<file path="src/rtl/ssr_pkg.sv">
package ssr_pkg;
   // Status bit positions; software decodes these.
   localparam int B_RX_FULL  = 0;
   localparam int B_TX_EMPTY = 1;
   localparam int B_TX_IDLE  = 2;
   localparam int B_OVERRUN  = 3;
   localparam int B_CS_RISE  = 8;
   localparam int B_CS_LVL   = 9;
   localparam int B_INST_END = 10;
   localparam int B_ENABLED  = 24;

   localparam logic [31:0] STICKY_DFLT = (32'd1 << B_RX_FULL) | (32'd1 << B_TX_EMPTY)
                                       | (32'd1 << B_TX_IDLE) | (32'd1 << B_OVERRUN)
                                       | (32'd1 << B_CS_RISE) | (32'd1 << B_INST_END);
   localparam logic [31:0] LIVE_DFLT   = (32'd1 << B_CS_LVL) | (32'd1 << B_ENABLED);

   // Register byte offsets
   localparam logic [7:0] OFS_STAT = 8'h10;
   localparam logic [7:0] OFS_MSET = 8'h14;
   localparam logic [7:0] OFS_MCLR = 8'h18;
   localparam logic [7:0] OFS_MASK = 8'h1C;

   typedef enum logic [2:0] {SEL_NONE, SEL_STAT, SEL_MSET, SEL_MCLR, SEL_MASK} reg_sel_e;
endpackage

</file>
<file path="src/rtl/ssr_sticky_bank.sv">
module ssr_sticky_bank #(
   parameter int DATA_W = 32,
   parameter logic [DATA_W-1:0] STICKY_MASK = '1,
   parameter logic [DATA_W-1:0] LIVE_MASK   = '0
) (
   input  logic              clk,
   input  logic              rst_n,
   input  logic [DATA_W-1:0] evt_i,
   input  logic [DATA_W-1:0] lvl_i,
   input  logic              rd_clr_i,
   output logic [DATA_W-1:0] view_o
);
   logic [DATA_W-1:0] evt_s;
   logic [DATA_W-1:0] live_v;
   logic [DATA_W-1:0] sticky_q;

   assign evt_s  = evt_i & STICKY_MASK;
   assign live_v = lvl_i & LIVE_MASK;

   for (genvar i = 0; i < DATA_W; i++) begin : g_bit
      if (STICKY_MASK[i]) begin : g_sticky
         logic flag_q;
         always_ff @(posedge clk or negedge rst_n) begin
            if (!rst_n) flag_q <= 1'b0;
            else        flag_q <= (flag_q & ~rd_clr_i) | evt_s[i];
         end
         assign sticky_q[i] = flag_q;
         assign view_o[i]   = flag_q;
      end else if (LIVE_MASK[i]) begin : g_live
         assign sticky_q[i] = 1'b0;
         assign view_o[i]   = live_v[i];
      end else begin : g_none
         assign sticky_q[i] = 1'b0;
         assign view_o[i]   = 1'b0;
      end
   end


   sticky_clear_chk: assert property (@(posedge clk) disable iff (!rst_n)
      (rd_clr_i && evt_s == '0) |=> sticky_q == '0);

   evt_hold_chk: assert property (@(posedge clk) disable iff (!rst_n)
      (evt_s != '0) |=> ((sticky_q & $past(evt_s)) == $past(evt_s)));
endmodule

</file>
<file path="src/rtl/ssr_mask_reg.sv">
module ssr_mask_reg #(
   parameter int DATA_W = 32,
   parameter logic [DATA_W-1:0] IMPL_MASK = '1
) (
   input  logic              clk,
   input  logic              rst_n,
   input  logic              set_we_i,
   input  logic              clr_we_i,
   input  logic [DATA_W-1:0] wdata_i,
   output logic [DATA_W-1:0] mask_o
);
   logic [DATA_W-1:0] mask_q;
   logic [DATA_W-1:0] wd_impl;
   logic [DATA_W-1:0] set_v;
   logic [DATA_W-1:0] clr_v;

   assign wd_impl = wdata_i & IMPL_MASK;
   assign set_v   = set_we_i ? wd_impl : '0;
   assign clr_v   = clr_we_i ? wd_impl : '0;

   always_ff @(posedge clk or negedge rst_n) begin
      if (!rst_n)                   mask_q <= '0;
      else if (set_we_i || clr_we_i) mask_q <= (mask_q | set_v) & ~clr_v;
   end

   assign mask_o = mask_q;


   mask_set_chk: assert property (@(posedge clk) disable iff (!rst_n)
      (set_we_i && !clr_we_i) |=> ((mask_q & $past(wd_impl)) == $past(wd_impl)));

   mask_clr_chk: assert property (@(posedge clk) disable iff (!rst_n)
      clr_we_i |=> ((mask_q & $past(wdata_i)) == '0));

   mask_hold_chk: assert property (@(posedge clk) disable iff (!rst_n)
      !(set_we_i || clr_we_i) |=> $stable(mask_q));
endmodule

</file>
<file path="src/rtl/ssr_irq_unit.sv">
module ssr_irq_unit #(
   parameter int DATA_W = 32,
   parameter int ADDR_W = 8,
   parameter logic [DATA_W-1:0] STICKY_MASK = DATA_W'(ssr_pkg::STICKY_DFLT),
   parameter logic [DATA_W-1:0] LIVE_MASK   = DATA_W'(ssr_pkg::LIVE_DFLT)
) (
   input  logic              clk,
   input  logic              rst_n,
   input  logic [DATA_W-1:0] evt_i,
   input  logic [DATA_W-1:0] lvl_i,
   input  logic [ADDR_W-1:0] reg_addr,
   input  logic              reg_we,
   input  logic [DATA_W-1:0] reg_wdata,
   input  logic              reg_re,
   output logic [DATA_W-1:0] reg_rdata,
   output logic              irq_o
);
   import ssr_pkg::*;

   localparam logic [DATA_W-1:0] IMPL_MASK = STICKY_MASK | LIVE_MASK;

   if (DATA_W < B_ENABLED + 1) begin : g_bad_width
      $error("DATA_W too small for the status layout");
   end
   if (ADDR_W < 8) begin : g_bad_addr
      $error("ADDR_W must hold the register offsets");
   end
   if ((STICKY_MASK & LIVE_MASK) != '0) begin : g_bad_masks
      $error("a position cannot be both sticky and live");
   end

   reg_sel_e          sel;
   logic [DATA_W-1:0] stat_view;
   logic [DATA_W-1:0] mask_v;

   always_comb begin
      unique case (reg_addr)
         ADDR_W'(OFS_STAT): sel = SEL_STAT;
         ADDR_W'(OFS_MSET): sel = SEL_MSET;
         ADDR_W'(OFS_MCLR): sel = SEL_MCLR;
         ADDR_W'(OFS_MASK): sel = SEL_MASK;
         default:           sel = SEL_NONE;
      endcase
   end

   ssr_sticky_bank #(
      .DATA_W(DATA_W), .STICKY_MASK(STICKY_MASK), .LIVE_MASK(LIVE_MASK)
   ) u_bank (
      .clk(clk), .rst_n(rst_n), .evt_i(evt_i), .lvl_i(lvl_i),
      .rd_clr_i(reg_re && sel == SEL_STAT), .view_o(stat_view)
   );

   ssr_mask_reg #(.DATA_W(DATA_W), .IMPL_MASK(IMPL_MASK)) u_mask (
      .clk(clk), .rst_n(rst_n),
      .set_we_i(reg_we && sel == SEL_MSET),
      .clr_we_i(reg_we && sel == SEL_MCLR),
      .wdata_i(reg_wdata), .mask_o(mask_v)
   );

   always_comb begin
      reg_rdata = '0;
      if (reg_re) begin
         case (sel)
            SEL_STAT: reg_rdata = stat_view;
            SEL_MASK: reg_rdata = mask_v;
            default:  reg_rdata = '0;
         endcase
      end
   end

   assign irq_o = |(stat_view & mask_v);


   impl_only_chk: assert property (@(posedge clk) disable iff (!rst_n)
      ((stat_view | mask_v) & ~IMPL_MASK) == '0);
endmodule

</file>
<file path="config.mk">
export PLATFORM = sky130hd
export DESIGN_NAME = ssr_irq_unit
export DESIGN_NICKNAME = d
export VERILOG_FILES = /design/src/rtl/ssr_pkg.sv /design/src/rtl/ssr_sticky_bank.sv /design/src/rtl/ssr_mask_reg.sv /design/src/rtl/ssr_irq_unit.sv
export SDC_FILE = /design/constraint.sdc
export NUM_CORES = 1
export LEC_CHECK = 0
export BUFFER_PORTS_ARGS = -buffer_cell sky130_fd_sc_hd__buf_2
export CORE_ASPECT_RATIO = 1.2
export CORE_UTILIZATION = 35
export CTS_CLUSTER_SIZE = 12
export DETAILED_ROUTE_END_ITERATION = 12
export GPL_TIMING_DRIVEN = 0
export PLACE_DENSITY = 0.79
export SYNTH_ARGS = -nofsm -noshare
export SYNTH_HDL_FRONTEND = slang
export SYNTH_HIERARCHICAL = 1
export SYNTH_SLANG_ARGS = --single-unit
</file>
<file path="constraint.sdc">
create_clock -name clk -period 1.25 [get_ports clk]
set_input_delay 0.125 -clock clk [delete_from_list [all_inputs] [get_ports clk]]
set_output_delay 0.125 -clock clk [all_outputs]
set_load 0.05 [all_outputs]
</file>
==> impl_metrics.env, run 1 <==
export IMPL_critPathKind="register to primary output"
export IMPL_outcome="finished with violations"
export IMPL_clk_pin_slew_ps=60
export IMPL_synth_seq_cells=14
export IMPL_crit_buf_inv=1
export IMPL_tritoncts="done"
export IMPL_grt_overflow=0
export IMPL_cp_max_fo=3
export IMPL_placed_area_mm2=0.00211
export IMPL_start_util=0.374
export IMPL_vias=1571
export IMPL_worstMarginPinSlew_ps=939
export IMPL_syn_area_mm2=0.00164
export IMPL_syn_to_final_growth_pct=45.7
export IMPL_fmax_mhz=561
export IMPL_final_hold_violation_count=0
export IMPL_worstReg2RegStart="u_mask/mask_o[24]$_DFFE_PN0P_"
export IMPL_drt_total_wl_um=4290
export IMPL_syn_avg_cell_area_um2=8.16
export IMPL_critPathSlowestCell="or4_4"
export IMPL_track_usage=0.189
export IMPL_clockBufferDepth=2
export IMPL_crit_family="simple AND/OR/NAND/NOR gates"
export IMPL_drive_above_1_share=0.528
export IMPL_clock_sinks=14
export IMPL_critPathMaxStageDelay_ps=560
export IMPL_cap_violations=0
export IMPL_drt_vias_per_instance=4.54
export IMPL_grt_pass1_vias=1615
export IMPL_place_ws_ps=-432
export IMPL_fp_dieH_um=77.0
export IMPL_cp_required_ps=1120
export IMPL_end_kind="primary output"
export IMPL_synth_cell_type_count=20
export IMPL_min_path_type="input pin to register"
export IMPL_ys_warn_count=6
export IMPL_holdWs_ps=58.5
export IMPL_fin_crit_sh=1.43
export IMPL_die_w_um=64.5
export IMPL_dp_hpwl_um=3200
export IMPL_core_area_mm2=0.00439
export IMPL_violations="setup timing"
export IMPL_cellPowerDensity_mw_per_mm2=569
export IMPL_final_util=0.544
export IMPL_wl_per_cell_um=12.4
export IMPL_r2r_slack_ps=290
export IMPL_nets=399
export IMPL_diodes=0
export IMPL_rr_worst_depth=4
export IMPL_h_tree_depth=1
export IMPL_netlist_instances=201
export IMPL_peakVddDrop_mv=0.650
export IMPL_antenna_found_initial=0
export IMPL_seq_area_frac_synth=0.214
export IMPL_worstPathArrival_ps=1660
export IMPL_start_kind="register"
export IMPL_min_delay_start="evt_i[2]"
export IMPL_setup_viol=8
export IMPL_finalInstanceArea_mm2=0.00239
export IMPL_grt_first_pass_wirelength_um=7490
export IMPL_min_to="u_bank/g_bit[2].g_sticky.flag_q$_DFF_PN0_"
export IMPL_cts_root_buf="clkbuf_8"
export IMPL_r2r_end="u_mask/mask_o[24]$_DFFE_PN0P_"
export IMPL_insertion_delay_ps=240
export IMPL_drtAntennaViolNets=0
export IMPL_gp_congestion=0.799
export IMPL_firstDrtPassIters=4
export IMPL_maxSlewViolCount=0
export IMPL_grt_max_degree=15
export IMPL_holdPathStages=2
export IMPL_relSlewSlack=0.372
export IMPL_setup_slack_ps=-533
export IMPL_drc_errors=0
export IMPL_drtIter0Drc=57
export IMPL_period_needed_ps=1780
export IMPL_io_pins=141
export IMPL_p_leak_nw=1.07
export IMPL_crit_chain="a22oi_2 > nand4_1 > or4_4 > buf_8"
export IMPL_dieArea_mm2=0.00497
export IMPL_rows=26
export IMPL_port_buffers=34
export IMPL_numCtsBuffers=3
export IMPL_finClkSkew_ps=0
export IMPL_rsz0062_at_grt="yes"
export IMPL_tns_ps=-1030
## through the flow
| stage | total power [mW] | std cells |
|---|---|---|
| finish | 1.36 | 346 |
| global route | 1.44 | 346 |
| CTS | 1.34 | 345 |
| detailed placement | 0.874 | 337 |
| global placement | 0.870 | 337 |
| floorplan | 0.783 | 247 |
## worst max-delay path by stage
| stage | start | cells past startpoint | endpoint | slack (ps) |
|---|---|---|---|---|
| 3_5_place_dp | reg_addr[3] | 6 | reg_rdata[8] | -430 |
| 6_report | u_mask/mask_o[9]$_DFFE_PN0P_ | 4 | irq_o | -530 |
| 3_3_place_gp | u_bank/g_bit[8].g_sticky.flag_q$_DFF_PN0_ | 5 | irq_o | -420 |
| 5_1_grt | u_mask/mask_o[24]$_DFFE_PN0P_ | 4 | irq_o | -600 |
| 4_1_cts | u_mask/mask_o[24]$_DFFE_PN0P_ | 4 | irq_o | -550 |
| 2_1_floorplan | u_bank/g_bit[2].g_sticky.flag_q$_DFF_PN0_ | 4 | irq_o | -200 |
## per-layer routing
metal | GRT usage | up-vias | wire length (um)
met4 | 0.0467 | 0 | 39
li1 | - | 803 | -
met2 | 0.319 | 52 | 2040
met3 | 0.0268 | 5 | 235
met5 | 0 | - | 0
met1 | 0.248 | 711 | 1970
## cells in the final DEF, fill, tap and decap left out
| cell | Yosys | layout |
|---|---|---|
| buf_6 | 4 | 12 |
| clkbuf_4 | 0 | 1 |
| nor2_4 | 0 | 7 |
| nor3_1 | 1 | 1 |
| buf_8 | 0 | 4 |
| inv_2 | 1 | 1 |
| a21oi_2 | 16 | 16 |
| a22oi_1 | 47 | 35 |
| nor2_1 | 34 | 25 |
| dlygate4sd3_1 | 0 | 1 |
| nor4b_4 | 1 | 1 |
| a21o_1 | 6 | 6 |
| buf_12 | 0 | 1 |
| nand4_1 | 4 | 4 |
| clkbuf_2 | 0 | 1 |
| and2_1 | 1 | 1 |
| a22oi_2 | 1 | 13 |
| buf_4 | 56 | 59 |
| nand3_1 | 1 | 1 |
| nor3b_2 | 0 | 1 |
| nand3_4 | 0 | 1 |
| nor2_2 | 0 | 2 |
| nor3b_1 | 2 | 1 |
| buf_2 | 6 | 28 |
| dfrtp_1 | 14 | 14 |
| or4_4 | 0 | 1 |
| conb_1 | 2 | 48 |
| clkbuf_8 | 0 | 4 |
## what timing repair did
action / CTS / global route
setup endpoints to repair: 9 / 17
hold endpoints to repair: 14 / 0
hold buffers: 1 / 0
pin swaps: 19 / 6
resized for setup: 41 / 7
buffers inserted: 7 / 2
## flip-flops by register name, summed over array words and instances (netlist names)
signal / cells
u_mask/mask_o: 8
u_bank/g_bit.g_sticky.flag_q: 6
## synthesized netlist by cell type
cell / number / area share
buf_4: 56 / 0.26
a22oi_1: 47 / 0.22
nor2_1: 34 / 0.078
a21oi_2: 16 / 0.085
dfrtp_1: 14 / 0.21
a21o_1: 6 / 0.027
buf_2: 6 / 0.018
buf_6: 4 / 0.027
nand4_1: 4 / 0.015
clkbuf_1: 2 / 0.0046
conb_1: 2 / 0.0046
nor3b_1: 2 / 0.0092
a22oi_2: 1 / 0.0076
and2_1: 1 / 0.0038
inv_2: 1 / 0.0023
nand3_1: 1 / 0.0030
nand3_2: 1 / 0.0061
nor3_1: 1 / 0.0030
nor4b_4: 1 / 0.014
or4_1: 1 / 0.0046
## layout make-up
type	instances	area (um^2)
timing repair buffer	44	335
tap	56	70.1
multi-input combinational	164	1090
clock buffer	4	55.1
fill	426	2000
inverter	1	3.75
sequential	14	350
buffer	63	485
## where the power goes
group	internal (mW)	switching, mW	leakage (nW)	total, mW
clock network	0.279	0.152	0.0288	0.430
registers	0.466	0.0159	0.163	0.482
logic	0.235	0.213	0.879	0.448
total	0.980	0.381	1.07	1.36
## cell families (layout without fill, tap and decap cells)
| kind of cell | Yosys count | count (layout) | synth area share |
|---|---|---|---|
| simple gates | 46 | 46 | 0.137 |
| other cells | 2 | 48 | 0.00458 |
| compound gates | 70 | 70 | 0.336 |
| flops | 14 | 14 | 0.214 |
| buf+inv | 69 | 112 | 0.309 |
Note: power is estimated with default switching activity, not from simulation.
==> run 2, diff against run 1 <==
Settings changed: ABC_AREA set to 1, CORE_UTILIZATION 35 to 37, PLACE_DENSITY 0.79 to 0.78.
==> impl_metrics.env, run 2 <==
export IMPL_outcome="finished with violations"
export IMPL_violations="setup timing"
export IMPL_clock_sinks=14
export IMPL_min_delay_start="evt_i[8]"
export IMPL_insertion_delay_ps=250
export IMPL_h_tree_depth=1
export IMPL_layout_common_cells="143 x nand2_1, 81 x buf_4, 48 x conb_1"
export IMPL_synth_edf_count=0
export IMPL_clk_pin_slew_ps=60
export IMPL_synth_xor_xnor_area_share=0
export IMPL_finClkSkew_ps=0
export IMPL_p_leak_nw=1.69
export IMPL_drt_total_wl_um=4960
export IMPL_synth_top_area_share=0.308
export IMPL_ys_warn_count=6
export IMPL_maxSlewViolCount=0
export IMPL_worstPathArrival_ps=1290
export IMPL_period_needed_ps=1410
export IMPL_placed_area_mm2=0.00233
export IMPL_mostFrequentLayoutCell="nand2_1"
export IMPL_synth_top_family_by_area="simple AND/OR/NAND/NOR gates"
export IMPL_drive_above_1_share=0.375
export IMPL_syn_area_mm2=0.00192
export IMPL_synthMuxAreaShare=0
export IMPL_antenna_found_initial=0
export IMPL_numCtsBuffers=3
export IMPL_fp_dieH_um=80.8
export IMPL_netlist_top_cells_area="nand2_1 31%, buf_4 23%, dfrtp_1 18%"
export IMPL_diodes=0
export IMPL_place_ws_ps=-192
export IMPL_end_kind="primary output"
export IMPL_setup_viol=7
export IMPL_start_util=0.388
export IMPL_grt_max_degree=15
export IMPL_final_util=0.569
export IMPL_nets=544
export IMPL_dp_hpwl_um=3440
export IMPL_port_buffers=34
export IMPL_largest_reg_flops=8
export IMPL_drc_errors=0
export IMPL_io_pins=141
export IMPL_start_kind="register"
export IMPL_final_hold_violation_count=0
export IMPL_yosys_area_share_simple=0.487
export IMPL_syn_avg_cell_area_um2=5.89
export IMPL_seq_area_frac_synth=0.183
export IMPL_rr_worst_depth=4
export IMPL_finalInstanceArea_mm2=0.00281
export IMPL_r2r_end="u_bank/g_bit[8].g_sticky.flag_q$_DFF_PN0_"
export IMPL_crit_chain="nand2_1 > nand2_1 > nor2_1 > nand2_1 > nor2_2 > nand2_1 > buf_6"
export IMPL_vias=2037
export IMPL_grt_first_pass_wirelength_um=7920
export IMPL_drt_vias_per_instance=4.12
export IMPL_setup_slack_ps=-162
export IMPL_firstDrtPassIters=4
export IMPL_fin_crit_sh=1.13
export IMPL_yosys_area_share_adder=0
export IMPL_synth_cell_type_count=20
export IMPL_die_w_um=67.7
export IMPL_core_area_mm2=0.00494
export IMPL_crit_end="irq_o"
export IMPL_gp_congestion=0.724
export IMPL_cp_max_fo=2
export IMPL_ys_flop_type="dfrtp_1"
export IMPL_cp_startpoint="u_bank/g_bit[0].g_sticky.flag_q$_DFF_PN0_"
export IMPL_critical_path_most_common_cell="nand2_1"
export IMPL_cap_violations=0
export IMPL_min_path_type="input pin to register"
export IMPL_tritoncts="done"
export IMPL_yosys_area_top_type="nand2_1"
export IMPL_clockBufferDepth=2
export IMPL_drtAntennaViolNets=0
export IMPL_wl_per_cell_um=10.0
export IMPL_critPathMaxStageDelay_ps=390
export IMPL_rsz0062_at_grt="yes"
export IMPL_track_usage=0.185
export IMPL_fmax_mhz=708
export IMPL_cts_root_buf="clkbuf_8"
export IMPL_dieArea_mm2=0.00547
export IMPL_syn_to_final_growth_pct=46.6
export IMPL_grt_overflow=0
export IMPL_critPathKind="register to primary output"
export IMPL_drtIter0Drc=51
export IMPL_worstReg2RegStart="u_bank/g_bit[8].g_sticky.flag_q$_DFF_PN0_"
export IMPL_tns_ps=-408
export IMPL_async_flop_share=1.00
export IMPL_r2r_slack_ps=400
export IMPL_critPathSlowestCell="dfrtp_1"
export IMPL_rows=28
export IMPL_netlist_instances=325
export IMPL_synth_seq_cells=14
export IMPL_synth_compound_area_share=0
export IMPL_holdWs_ps=53.6
export IMPL_peakVddDrop_mv=0.668
export IMPL_yosysMostFrequentCell="nand2_1"
export IMPL_cellPowerDensity_mw_per_mm2=468
export IMPL_synth_commonest_cells="157 x nand2_1, 58 x buf_4, 29 x nand3_1, 25 x inv_1, 14 x dfrtp_1"
export IMPL_cp_required_ps=1120
export IMPL_grt_pass1_vias=1821
run 2: changes by cell type in the layout (fill, tap and decap cells not counted), sizes merged, moves of 6 or more:
cell	delta
a21oi	-16
a22oi	-48
buf	+20
nand3	+32
nor2	-18
nand2	+162
inv	+25
a21o	-6
run 2: cell families (layout without fill, tap and decap cells):
logic type | Yosys count | in the layout
buffers and inverters | 93 | 157
flip-flops | 14 | 14
other | 2 | 48
AND/OR/NAND/NOR | 216 | 216
run 2: how the worst min path moves through the flow:
stage	endpoint	cells after the start
2_1_floorplan	u_bank/g_bit[0].g_sticky.flag_q$_DFF_PN0_	0
3_3_place_gp	u_mask/mask_o[8]$_DFFE_PN0P_	1
3_5_place_dp	u_mask/mask_o[8]$_DFFE_PN0P_	1
4_1_cts	u_bank/g_bit[1].g_sticky.flag_q$_DFF_PN0_	3
5_1_grt	u_bank/g_bit[10].g_sticky.flag_q$_DFF_PN0_	3
6_report	u_bank/g_bit[8].g_sticky.flag_q$_DFF_PN0_	3
run 2: where the power goes:
group / switching (mW) / internal [mW] / total (mW)
clock network: 0.161 / 0.279 / 0.440
logic: 0.194 / 0.204 / 0.397
registers: 0.0106 / 0.466 / 0.477
run 2: area by class of cell:
| cell class | count | area [um^2] |
|---|---|---|
| tap | 60 | 75.1 |
| timing repair buffer | 67 | 523 |
| fill | 491 | 2130 |
| multi-input combinational | 264 | 1230 |
| clock buffer | 4 | 55.1 |
| inverter | 26 | 97.6 |
| buffer | 60 | 480 |
| sequential | 14 | 350 |
run 2: timing repair:
| item | 4_1_cts | 5_1_grt |
|---|---|---|
| cloned | 0 | 0 |
| setup buffers | 18 | 14 |
| pin swaps | 21 | 17 |
| gates resized for setup | 31 | 32 |
| setup endpoints to repair | 9 | 9 |
| endpoints found under the hold margin | 14 | 0 |
| hold buffers | 1 | 0 |
run 2: critical path, delay by kind of cell (launching register included):
kind | cells | cell delay [ps]
buf+inv | 1 | 150
simple gates | 6 | 500
flops | 1 | 390
run 2: stage by stage:
step | power [mW] | std cells
2_1_floorplan | 0.741 | 371
3_3_place_gp | 0.810 | 465
3_5_place_dp | 0.817 | 465
4_1_cts | 1.28 | 482
5_1_grt | 1.40 | 495
6_report | 1.31 | 495
run 2: routing by layer:
metal | share of wire | global-route usage | up-vias
met4 | 0.018 | 0.0638 | 0
met1 | 0.41 | 0.224 | 874
li1 | - | - | 1097
met2 | 0.51 | 0.331 | 56
met3 | 0.052 | 0.0183 | 10
met5 | 0 | 0 | -
==> run 3, diff against run 2 <==
Settings changed: CTS_BUF_LIST set to sky130_fd_sc_hd__clkbuf_16, GPL_ROUTABILITY_DRIVEN set to 0.
==> impl_metrics.env, run 3 (synthesis gave the netlist of run 2 again) <==
export IMPL_outcome="finished with violations"
export IMPL_violations="setup timing"
export IMPL_fp_dieH_um=80.8
export IMPL_syn_to_final_growth_pct=47.9
export IMPL_min_to="u_bank/g_bit[1].g_sticky.flag_q$_DFF_PN0_"
export IMPL_cap_violations=0
export IMPL_placed_area_mm2=0.00233
export IMPL_critPathMaxStageDelay_ps=390
export IMPL_grt_max_degree=15
export IMPL_numCtsBuffers=3
export IMPL_nets=544
export IMPL_vias=2040
export IMPL_swShare=0.258
export IMPL_worstPathArrival_ps=1280
export IMPL_cts_root_buf="clkbuf_16"
export IMPL_r2r_end="u_bank/g_bit[8].g_sticky.flag_q$_DFF_PN0_"
export IMPL_pwr_share_clk=0.405
export IMPL_crit_family="simple AND/OR/NAND/NOR gates"
export IMPL_r2r_slack_ps=390
export IMPL_end_kind="primary output"
export IMPL_met1_length_um=2030
export IMPL_min_path_type="input pin to register"
export IMPL_power_switching_uw=380
export IMPL_cp_max_fo=3
export IMPL_critPathSlowestCell="dfrtp_1"
export IMPL_grt_first_pass_wirelength_um=7900
export IMPL_cp_required_ps=1120
export IMPL_final_util=0.573
export IMPL_setup_viol=7
export IMPL_dp_hpwl_um=3440
export IMPL_io_pins=141
export IMPL_clock_sinks=14
export IMPL_maxSlewViolCount=0
export IMPL_final_hold_violation_count=0
export IMPL_grt_overflow=0
export IMPL_p_int_mw=1.09
export IMPL_critical_path_most_common_cell="nand2_1"
export IMPL_fin_crit_sh=1.13
export IMPL_peakVddDrop_mv=0.872
export IMPL_drc_errors=0
export IMPL_period_needed_ps=1410
export IMPL_top_layer="met4"
export IMPL_port_buffers=34
export IMPL_track_usage=0.185
export IMPL_largest_reg_flops=8
export IMPL_rr_worst_depth=4
export IMPL_p_leak_nw=1.70
export IMPL_rsz0062_at_grt="yes"
export IMPL_layout_common_cells="143 x nand2_1, 81 x buf_4, 48 x conb_1"
export IMPL_grt_pass1_vias=1840
export IMPL_antenna_found_initial=0
export IMPL_drt_total_wl_um=5010
export IMPL_insertion_delay_ps=240
export IMPL_setup_slack_ps=-159
export IMPL_tritoncts="done"
export IMPL_firstDrtPassIters=4
export IMPL_start_kind="register"
export IMPL_fillers=483
export IMPL_crit_chain="nand2_1 > nand2_1 > nor2_1 > nand2_1 > nor2_2 > nand2_1 > buf_6"
export IMPL_critPathKind="register to primary output"
export IMPL_worstReg2RegStart="u_bank/g_bit[8].g_sticky.flag_q$_DFF_PN0_"
export IMPL_start_util=0.388
export IMPL_cellPowerDensity_mw_per_mm2=520
export IMPL_combPwrFrac=0.270
export IMPL_fmax_mhz=710
export IMPL_seqPwrFrac=0.325
export IMPL_drt_vias_per_instance=4.12
export IMPL_h_tree_depth=1
export IMPL_finalInstanceArea_mm2=0.00283
export IMPL_die_w_um=67.7
export IMPL_dr_wl_met3_um=267
export IMPL_wl_per_cell_um=10.1
export IMPL_diodes=0
export IMPL_rows=28
export IMPL_finClkSkew_ps=0
export IMPL_min_delay_start="evt_i[1]"
export IMPL_wl_met2_um=2620
export IMPL_crit_buf_inv=1
export IMPL_drtAntennaViolNets=0
export IMPL_drive_above_1_share=0.372
export IMPL_drtIter0Drc=70
export IMPL_dieArea_mm2=0.00547
export IMPL_mostFrequentLayoutCell="nand2_1"
export IMPL_core_area_mm2=0.00494
export IMPL_holdPathStages=3
export IMPL_clockBufferDepth=2
export IMPL_clk_pin_slew_ps=40
==> run 3: cell count changes in the layout (fill, tap and decap cells not counted) <==
cell,before,now
clkbuf_16,0,3
clkbuf_8,4,0
clkinv_1,0,1
==> run 3: layer usage <==
layer / global-route usage / vias up
met4: 0.0702 / 0
met5: 0 / -
met1: 0.219 / 871
li1: - / 1099
met3: 0.0183 / 10
met2: 0.336 / 60
==> run 3: repair_timing <==
action,in CTS,in global routing
endpoints found under the hold margin,14,0
pin swaps,21,17
buffers inserted,18,14
gates resized for setup,31,32
setup endpoints to repair,9,10
hold buffers,1,0
==> run 3: worst max path at each step <==
stage	start	cells past startpoint	to	slack [ps]
after global placement	reg_addr[5]	8	reg_rdata[1]	-150
final	u_mask/mask_o[0]$_DFFE_PN0P_	7	irq_o	-160
after CTS	u_mask/mask_o[10]$_DFFE_PN0P_	7	irq_o	-140
after detailed placement	reg_addr[5]	8	reg_rdata[1]	-190
after global routing	u_mask/mask_o[24]$_DFFE_PN0P_	7	irq_o	-240
after floorplan	reg_addr[5]	6	reg_rdata[10]	50
==> run 3: stage by stage <==
| step | total power, mW | setup slack [ps] | std cells | setup TNS (ps) | hold slack, ps |
|---|---|---|---|---|---|
| after global routing | 1.56 | -241 | 495 | -913 | 72.0 |
| after floorplan | 0.741 | 46.0 | 371 | 0 | -171 |
| after detailed placement | 0.817 | -192 | 465 | -2780 | 33.9 |
| after global placement | 0.810 | -150 | 465 | -1910 | 34.3 |
| after CTS | 1.44 | -143 | 482 | -370 | 60.9 |
| final | 1.47 | -159 | 495 | -392 | 62.9 |
==> run 3: worst reg2reg max path, stage by stage (launching register included) <==
cell     delay (ps)
dfrtp_1         380
buf_4           150
buf_4           130
nand2_1          60
nand2_1          40
==> run 3: final cells by class <==
type | count | area [um^2] | area share
clock buffers | 3 | 75.1 | 0.0265
inverters | 26 | 97.6 | 0.0345
well taps | 60 | 75.1 | 0.0265
flip-flops and latches | 14 | 350 | 0.124
clock inverters | 1 | 3.75 | 0.00133
plain buffers | 60 | 480 | 0.170
multi-input cells | 264 | 1230 | 0.433
repair buffers | 67 | 523 | 0.185
==> run 3: power by group through the flow <==
stage / registers, mW / logic [mW] / clock network [mW]
CTS: 0.476 / 0.357 / 0.611
detailed placement: 0.484 / 0.333 / 0
floorplan: 0.482 / 0.259 / 0
finish: 0.478 / 0.398 / 0.597
global route: 0.479 / 0.446 / 0.637
global placement: 0.484 / 0.326 / 0
